### config.mk
export PLATFORM = sky130hd
export DESIGN_NAME = dram_cycle_ctrl
export DESIGN_NICKNAME = d
export VERILOG_FILES = /design/src/rtl/dcc_pkg.sv /design/src/rtl/dcc_strobe_sampler.sv /design/src/rtl/dcc_refresh_ctr.sv /design/src/rtl/dcc_store.sv /design/src/rtl/dcc_cycle_fsm.sv /design/src/rtl/dram_cycle_ctrl.sv
export SDC_FILE = /design/constraint.sdc
export NUM_CORES = 1
export LEC_CHECK = 0
export BUFFER_PORTS_ARGS = -buffer_cell sky130_fd_sc_hd__buf_2
export CAP_MARGIN = 40
export CORE_MARGIN = 3
export CORE_UTILIZATION = 34
export CTS_CLUSTER_DIAMETER = 200
export DETAILED_ROUTE_END_ITERATION = 8
export SETUP_SLACK_MARGIN = 0.4
export SLEW_MARGIN = 0
export SYNTH_ARGS = -nofsm -noshare
export SYNTH_HDL_FRONTEND = slang
export SYNTH_SLANG_ARGS = --single-unit
### constraint.sdc
create_clock -name clk -period 5.2 [get_ports clk]
set_clock_uncertainty 0.1 [all_clocks]
set_input_delay 0.26 -clock clk [delete_from_list [all_inputs] [get_ports clk]]
set_output_delay 0.26 -clock clk [all_outputs]
set_load 0.02 [all_outputs]
### src/rtl/dcc_pkg.sv
package dcc_pkg;

    typedef enum logic [2:0] {
        ST_IDLE    = 3'd0,
        ST_ROW     = 3'd1,
        ST_READ    = 3'd2,
        ST_WRITE   = 3'd3,
        ST_HOLD    = 3'd4,
        ST_REFRESH = 3'd5
    } dcc_state_e;

    typedef enum logic [2:0] {
        CK_NONE       = 3'd0,
        CK_READ       = 3'd1,
        CK_WRITE      = 3'd2,
        CK_RAS_ONLY   = 3'd3,
        CK_CBR        = 3'd4,
        CK_HIDDEN     = 3'd5,
        CK_TEST_ENTRY = 3'd6
    } dcc_kind_e;

endpackage

### src/rtl/dcc_strobe_sampler.sv
module dcc_strobe_sampler (
    input  logic clk,
    input  logic rst_n,
    input  logic ras_n,
    input  logic cas_n,
    output logic ras_fall,
    output logic cas_prev_low
);
    logic ras_q;
    logic cas_q;

    always_ff @(posedge clk or negedge rst_n) begin
        if (!rst_n) begin
            ras_q <= 1'b1;
            cas_q <= 1'b1;
        end else begin
            ras_q <= ras_n;
            cas_q <= cas_n;
        end
    end

    assign ras_fall     = ras_q & ~ras_n;
    assign cas_prev_low = ~cas_q;

endmodule

### src/rtl/dcc_refresh_ctr.sv
module dcc_refresh_ctr #(
    parameter int RFSH_W = 10
) (
    input  logic              clk,
    input  logic              rst_n,
    input  logic              inc,
    output logic [RFSH_W-1:0] count
);
    always_ff @(posedge clk or negedge rst_n) begin
        if (!rst_n) count <= '0;
        else if (inc) count <= count + 1'b1;
    end

    assert_refresh_step_R7: assert property (@(posedge clk) disable iff (!rst_n)
        inc |=> (count == $past(count) + 1'b1));

    assert_refresh_hold_R6: assert property (@(posedge clk) disable iff (!rst_n)
        !inc |=> $stable(count));

endmodule

### src/rtl/dcc_store.sv
module dcc_store #(
    parameter int DQ_W     = 4,
    parameter int ROW_BITS = 3,
    parameter int COL_BITS = 3
) (
    input  logic                         clk,
    input  logic                         rst_n,
    input  logic                         wr_en,
    input  logic                         test_mode,
    input  logic [ROW_BITS+COL_BITS-1:0] idx,
    input  logic [DQ_W-1:0]              wdata,
    output logic [DQ_W-1:0]              rd_word,
    output logic [DQ_W-1:0]              rd_cmp
);
    localparam int IDX_W  = ROW_BITS + COL_BITS;
    localparam int WORDS  = 1 << IDX_W;
    localparam int SECT_W = 2 * DQ_W;

    logic [DQ_W-1:0]   mem [WORDS];
    logic [IDX_W-2:0]  pair_base;
    logic [SECT_W-1:0] sections;

    assign pair_base = idx[IDX_W-1:1];

    for (genvar g = 0; g < WORDS; g++) begin : g_word
        localparam logic [IDX_W-1:0] MY_IDX = IDX_W'(g);
        logic hit;
        assign hit = test_mode ? (MY_IDX[IDX_W-1:1] == pair_base) : (MY_IDX == idx);
        always_ff @(posedge clk or negedge rst_n) begin
            if (!rst_n) mem[g] <= '0;
            else if (wr_en && hit) mem[g] <= test_mode ? {DQ_W{wdata[0]}} : wdata;
        end
    end

    assign rd_word  = mem[idx];
    assign sections = {mem[{pair_base, 1'b1}], mem[{pair_base, 1'b0}]};
    assign rd_cmp   = ((&sections) || !(|sections)) ? {DQ_W{1'b1}} : {DQ_W{1'b0}};

    assert_test_pair_equal_R10: assert property (@(posedge clk) disable iff (!rst_n)
        (wr_en && test_mode) |=> ($past(idx[IDX_W-1:1]) != idx[IDX_W-1:1]) || (rd_cmp == {DQ_W{1'b1}}));

endmodule

### src/rtl/dcc_cycle_fsm.sv
module dcc_cycle_fsm
    import dcc_pkg::*;
(
    input  logic       clk,
    input  logic       rst_n,
    input  logic       ras_n,
    input  logic       cas_n,
    input  logic       we_n,
    input  logic       oe_n,
    input  logic       ras_fall,
    input  logic       cas_prev_low,
    output logic       ev_row,
    output logic       ev_col,
    output logic       ev_wr,
    output logic       rfsh_inc,
    output logic       test_mode,
    output logic [2:0] kind,
    output logic       dq_oe
);
    dcc_state_e state, nxt;
    dcc_kind_e  kind_q;
    logic       col_seen;
    logic       hold;
    logic       ev_cbr, ev_hidden, ev_tent, ev_ronly;

    always_comb begin
        nxt       = state;
        ev_row    = 1'b0;
        ev_col    = 1'b0;
        ev_wr     = 1'b0;
        ev_cbr    = 1'b0;
        ev_hidden = 1'b0;
        ev_tent   = 1'b0;
        ev_ronly  = 1'b0;
        unique case (state)
            ST_IDLE: begin
                if (ras_fall) begin
                    if (cas_prev_low) begin
                        nxt = ST_REFRESH;
                        if (!we_n) ev_tent = 1'b1;
                        else       ev_cbr  = 1'b1;
                    end else begin
                        nxt    = ST_ROW;
                        ev_row = 1'b1;
                    end
                end
            end
            ST_ROW: begin
                if (ras_n) begin
                    nxt      = ST_IDLE;
                    ev_ronly = !col_seen;
                end else if (!cas_n) begin
                    ev_col = 1'b1;
                    ev_wr  = !we_n;
                    nxt    = we_n ? ST_READ : ST_WRITE;
                end
            end
            ST_READ, ST_WRITE: begin
                if (cas_n)      nxt = ras_n ? ST_IDLE : ST_ROW;
                else if (ras_n) nxt = ST_HOLD;
            end
            ST_HOLD: begin
                if (cas_n) begin
                    nxt = ST_IDLE;
                end else if (!ras_n) begin
                    nxt = ST_REFRESH;
                    if (hold)       ev_hidden = 1'b1;
                    else if (!we_n) ev_tent   = 1'b1;
                    else            ev_cbr    = 1'b1;
                end
            end
            ST_REFRESH: begin
                if (ras_n) nxt = cas_n ? ST_IDLE : ST_HOLD;
            end
            default: nxt = ST_IDLE;
        endcase
    end

    always_ff @(posedge clk or negedge rst_n) begin
        if (!rst_n) state <= ST_IDLE;
        else        state <= nxt;
    end

    always_ff @(posedge clk or negedge rst_n) begin
        if (!rst_n) begin
            kind_q    <= CK_NONE;
            test_mode <= 1'b0;
            col_seen  <= 1'b0;
            hold      <= 1'b0;
        end else begin
            if (ev_row) col_seen <= 1'b0;
            if (ev_col) begin
                col_seen <= 1'b1;
                kind_q   <= we_n ? CK_READ : CK_WRITE;
            end
            if (cas_n)       hold <= 1'b0;
            else if (ev_col) hold <= we_n;
            if (ev_ronly) begin
                kind_q    <= CK_RAS_ONLY;
                test_mode <= 1'b0;
            end
            if (ev_cbr) begin
                kind_q    <= CK_CBR;
                test_mode <= 1'b0;
            end
            if (ev_hidden) begin
                kind_q    <= CK_HIDDEN;
                test_mode <= 1'b0;
            end
            if (ev_tent) begin
                kind_q    <= CK_TEST_ENTRY;
                test_mode <= 1'b1;
            end
        end
    end

    always_comb begin
        rfsh_inc = ev_cbr | ev_hidden;
        kind     = kind_q;
        dq_oe    = !oe_n && hold &&
                   ((state == ST_READ) || (state == ST_HOLD) || (state == ST_REFRESH));
    end

    assert_test_entry_R9: assert property (@(posedge clk) disable iff (!rst_n)
        ev_tent |=> test_mode);

    assert_test_exit_R12: assert property (@(posedge clk) disable iff (!rst_n)
        (ev_ronly || ev_cbr || ev_hidden) |=> !test_mode);

    assert_one_event_R2: assert property (@(posedge clk) disable iff (!rst_n)
        $onehot0({ev_row, ev_col, ev_cbr, ev_hidden, ev_tent, ev_ronly}));

endmodule

### src/rtl/dram_cycle_ctrl.sv
module dram_cycle_ctrl #(
    parameter int DQ_W     = 4,
    parameter int ROW_BITS = 3,
    parameter int COL_BITS = 3,
    parameter int AW       = (ROW_BITS > COL_BITS) ? ROW_BITS : COL_BITS,
    parameter int RFSH_W   = 10
) (
    input  logic              clk,
    input  logic              rst_n,
    input  logic              ras_n,
    input  logic              cas_n,
    input  logic              we_n,
    input  logic              oe_n,
    input  logic [AW-1:0]     addr,
    input  logic [DQ_W-1:0]   dq_in,
    output logic [DQ_W-1:0]   dq_out,
    output logic              dq_oe,
    output logic              test_mode,
    output logic [2:0]        cycle_kind,
    output logic [RFSH_W-1:0] rfsh_row
);
    localparam int IDX_W = ROW_BITS + COL_BITS;

    logic                ras_fall, cas_prev_low;
    logic                ev_row, ev_col, ev_wr, rfsh_inc;
    logic [ROW_BITS-1:0] row_q;
    logic [IDX_W-1:0]    idx;
    logic [DQ_W-1:0]     rd_word, rd_cmp;
    logic [DQ_W-1:0]     dout_q;

    dcc_strobe_sampler u_sampler (
        .clk          (clk),
        .rst_n        (rst_n),
        .ras_n        (ras_n),
        .cas_n        (cas_n),
        .ras_fall     (ras_fall),
        .cas_prev_low (cas_prev_low)
    );

    dcc_cycle_fsm u_fsm (
        .clk          (clk),
        .rst_n        (rst_n),
        .ras_n        (ras_n),
        .cas_n        (cas_n),
        .we_n         (we_n),
        .oe_n         (oe_n),
        .ras_fall     (ras_fall),
        .cas_prev_low (cas_prev_low),
        .ev_row       (ev_row),
        .ev_col       (ev_col),
        .ev_wr        (ev_wr),
        .rfsh_inc     (rfsh_inc),
        .test_mode    (test_mode),
        .kind         (cycle_kind),
        .dq_oe        (dq_oe)
    );

    dcc_refresh_ctr #(.RFSH_W(RFSH_W)) u_rfsh (
        .clk   (clk),
        .rst_n (rst_n),
        .inc   (rfsh_inc),
        .count (rfsh_row)
    );

    always_ff @(posedge clk or negedge rst_n) begin
        if (!rst_n)      row_q <= '0;
        else if (ev_row) row_q <= addr[ROW_BITS-1:0];
    end

    assign idx = {row_q, addr[COL_BITS-1:0]};

    dcc_store #(.DQ_W(DQ_W), .ROW_BITS(ROW_BITS), .COL_BITS(COL_BITS)) u_store (
        .clk       (clk),
        .rst_n     (rst_n),
        .wr_en     (ev_wr),
        .test_mode (test_mode),
        .idx       (idx),
        .wdata     (dq_in),
        .rd_word   (rd_word),
        .rd_cmp    (rd_cmp)
    );

    always_ff @(posedge clk or negedge rst_n) begin
        if (!rst_n)                dout_q <= '0;
        else if (ev_col && we_n)   dout_q <= test_mode ? rd_cmp : rd_word;
    end

    assign dq_out = dout_q;

    assert_drive_needs_cas_R4: assert property (@(posedge clk) disable iff (!rst_n)
        dq_oe |-> cas_prev_low);

    assert_driven_data_stable_R8: assert property (@(posedge clk) disable iff (!rst_n)
        (dq_oe && $past(dq_oe)) |-> $stable(dq_out));

    assert_no_drive_after_write_R3: assert property (@(posedge clk) disable iff (!rst_n)
        (cycle_kind == 3'd2) |-> !dq_oe);

    assert_no_drive_cbr_R7: assert property (@(posedge clk) disable iff (!rst_n)
        ((cycle_kind == 3'd4) || (cycle_kind == 3'd6)) |-> !dq_oe);

endmodule

==> metrics.md <==
| Metric | Value |
|---|---|
| CTS Buf Count | 31 |
| Routed Antenna Nets | 0 |
| Sink Count | 284 |
| Worst EP required | 5.63 ns |
| EDFF count, synth | 0 |
| Antenna violations before repair | 2 |
| Vias in the first global route | 11,000 |
| Drt pass-1 iters | 5 |
| Final GP Congestion | a little over 0.9 |
| CP Class | register to register |
| Critical R2R Launch | row_q[1]$_DFFE_PN0P_ |
| Post-layout util | 38.8% |
| Pin count of the biggest net entering global routing | roughly 120 |
| First-pass GRT wire length | 72.8 mm |
| CTS clock-pin slew for the worst setup and hold paths | ~0.060 ns |
| Met2 global-route usage | 29.1% |
| Area Overhead vs Synth | 11.7% |
| Die Width | 223 um |
| Die area | 0.0495 sq mm |
| Crit path time final | 3.48 ns |
| Power per cell area | between 300 and 400 mW/mm^2 |
| Worst path cell trace | buf_4 > mux2_2 > a221o_1 > a311oi_1 > o21a_1 > a221oi_1 > or4_1 > o22a_2 > nand2_1 |
| Nets@finish | roughly 1,300 |
| WP data arrival | 3.91 ns |
| Worst hold path type | input port to async pin |
| Number of distinct library cells after synthesis | between 50 and 60 |
| # setup viols final | 0 |
| Crit start category | register |
| R2R cell count | 9 |
| Initial Util | 34.8% |
| Final period utilization | 67.0% |
| Worst hold slack | 0.156 ns |
| Max cap viols | 0 |
| Row cnt | 78 |
| Worst skew pair latency | 0.59 ns |
| H-Tree Level Count | 1 |
| Vias | 11,200 |
| Ys Warns | 0 |
| Post-DP HPWL | 33.8 mm |
| Ports | 32 |
| Max-slew violations | 0 |
| Tightest Pin Transition | between 0.9 and 1 ns |
| Drt wl/cell | roughly 26 um |
| Commonest non-fill, non-tap cells in the layout | dfrtp_1 (281), mux2_2 (270), mux4_2 (121) |
| Die height | 223 um |
| GRT Max-Usage Layer | met2 |
| RSZ-0062 raised after global routing | false |
| Main synth FF type | dfrtp_1 |
| Crit-path slowest cell | dfrtp_2 |
| Syn_area_per_cell | 12.9 sq um |
| CTS tree | done |
| Syn_nets | 1,253 |
| I/O Buffers | 31 |
| Layout cells sized above 1 | around two fifths |
| Commonest non-fill, non-tap cell in the layout | dfrtp_1 |
| CP peak stage delay | 0.89 ns |
| Post-route DRC | 0 |
| Status | complete, no violations |
| Peak VDD IR | 0.320 mV |
| Setup_tns | 0 ns |
| Global-route usage over all layers | 19.0% |
| Clk buf depth | 3 |
| Register bit total from synthesis | 284 |
| Post-synth ARST share | 100% |
| Core ar. | 0.0459 sq mm |
| Register area share after synthesis | 44.6% |
| Worst-path maximum fanout | 34 |
| Cell Area, Synth | 0.0159 sq mm |
| P_leak | 7.92 nW |
| Max frequency | 287 MHz |
| Worst R2R Setup Slack | 1.72 ns |
| Grt ovf | 0 |
| Met3 Use GR | 3.62% |
| Final WL | 47.9 mm |
| Antenna fix cells | 0 |
| Element type at the critical path end | register |
| Iter 0 DRT Violations | 1,146 |
| Rel. slew slack | 37.2% |
| Overall power | 7.12 mW |
| Avg Vias per Cell | 6.00 |
| Syn Inst Count | 1,239 |
| Reg2reg end | dq_out[3]$_DFFE_PN0P_ |
| Hold Vio Cnt, Final | 0 |
| Clk root buf | clkbuf_16 |
| M1 GR Usage | 27.5% |
==> through the flow <==
step | std cells | area (sq um) | setup slack [ns]
2_1_floorplan | 1239 | 15900 | 2.58
3_3_place_gp | 1785 | 16600 | 1.42
3_5_place_dp | 1800 | 16700 | 1.68
4_1_cts | 1862 | 17800 | 1.75
5_1_grt | 1862 | 17800 | 1.54
6_report | 1862 | 17800 | 1.72
==> registers in the layout (all words and copies together), names as in the netlist <==
name / flops
u_fsm.hold: 1
u_sampler.ras_q: 1
u_rfsh.count: 10
u_store.mem: 256
row_q: 3
u_fsm.state: 3
u_fsm.kind: 3
u_fsm.col_seen: 1
u_sampler.cas_q: 1
dq_out: 4
u_fsm.test_mode: 1
==> Yosys cell counts, drive strengths merged, types with 9 or more instances <==
library cell,number,area (sq um)
nand4,9,56.3
clkbuf,59,221
mux2,270,3040
a21oi,17,85.1
nor2,113,424
nand3,23,115
mux2i,36,360
mux4,123,2780
buf,42,265
o21ai,85,425
inv,12,45.0
nand2,55,206
nor3,17,85.1
o22ai,10,62.6
dfrtp,282,7060
==> per-layer routing <==
| metal | vias to the layer above | wire length (um) |
|---|---|---|
| met2 | 499 | 21700 |
| met1 | 5879 | 21000 |
| li1 | 4696 | - |
| met3 | 97 | 3750 |
| met5 | - | 13 |
| met4 | 2 | 1430 |
==> final cells by class <==
type	instances	area, sq um
Inverter	12	45.0
Tap cell	600	751
Clock inverter	11	170
Clock buffer	47	896
Timing Repair Buffer	66	487
Multi-Input combinational cell	842	8350
Fill cell	4308	28100
Sequential cell	284	7110
==> timing repair <==
item,4_1_cts,5_1_grt
gates resized for setup,0,0
buffers inserted,0,0
hold buffers,4,0
hold endpoints to repair,113,0
==> report_power, final <==
| group | total (mW) | switching, mW | internal (mW) |
|---|---|---|---|
| Sequential | 2.86 | 0.359 | 2.50 |
| Combinational | 1.95 | 1.16 | 0.789 |
| Clock | 2.31 | 0.924 | 1.38 |
| Total | 7.12 | 2.45 | 4.68 |
==> cell families (layout without fill, tap and decap cells) <==
logic type / count (synthesis) / count (layout) / synth area share (%)
AOI/OAI and AO/OA: 158 / 158 / 6.06
xor gates and xnor gates: 10 / 10 / 0.549
adders and majority gates: 1 / 1 / 0.0784
buffers and inverters: 113 / 136 / 3.33
DFF: 284 / 284 / 44.6
muxes: 429 / 429 / 38.7
and+or+nand+nor: 244 / 244 / 6.66
==> critical path: cells and delay by family (launching register included) <==
| family | cells | cell delay, ns |
|---|---|---|
| flip-flops | 1 | 0.89 |
| buffers and inverters | 1 | 0.48 |
| multiplexers | 1 | 0.38 |
| AND/OR/NAND/NOR | 2 | 0.49 |
| AO/OA/AOI/OAI | 5 | 1.08 |
==> worst max path at each step <==
stage                         startpoint                           end  slack, ns
floorplan                        addr[0]         dq_out[0]$_DFFE_PN0P_       2.58
global placement                 addr[2]         dq_out[3]$_DFFE_PN0P_       1.42
detailed placement               addr[1]         dq_out[3]$_DFFE_PN0P_       1.68
CTS                 row_q[1]$_DFFE_PN0P_         dq_out[3]$_DFFE_PN0P_       1.75
global route        row_q[1]$_DFFE_PN0P_  u_store.mem[209]$_DFFE_PN0P_       1.54
finish              row_q[1]$_DFFE_PN0P_         dq_out[3]$_DFFE_PN0P_       1.72
(Power assumes the default switching activity.)
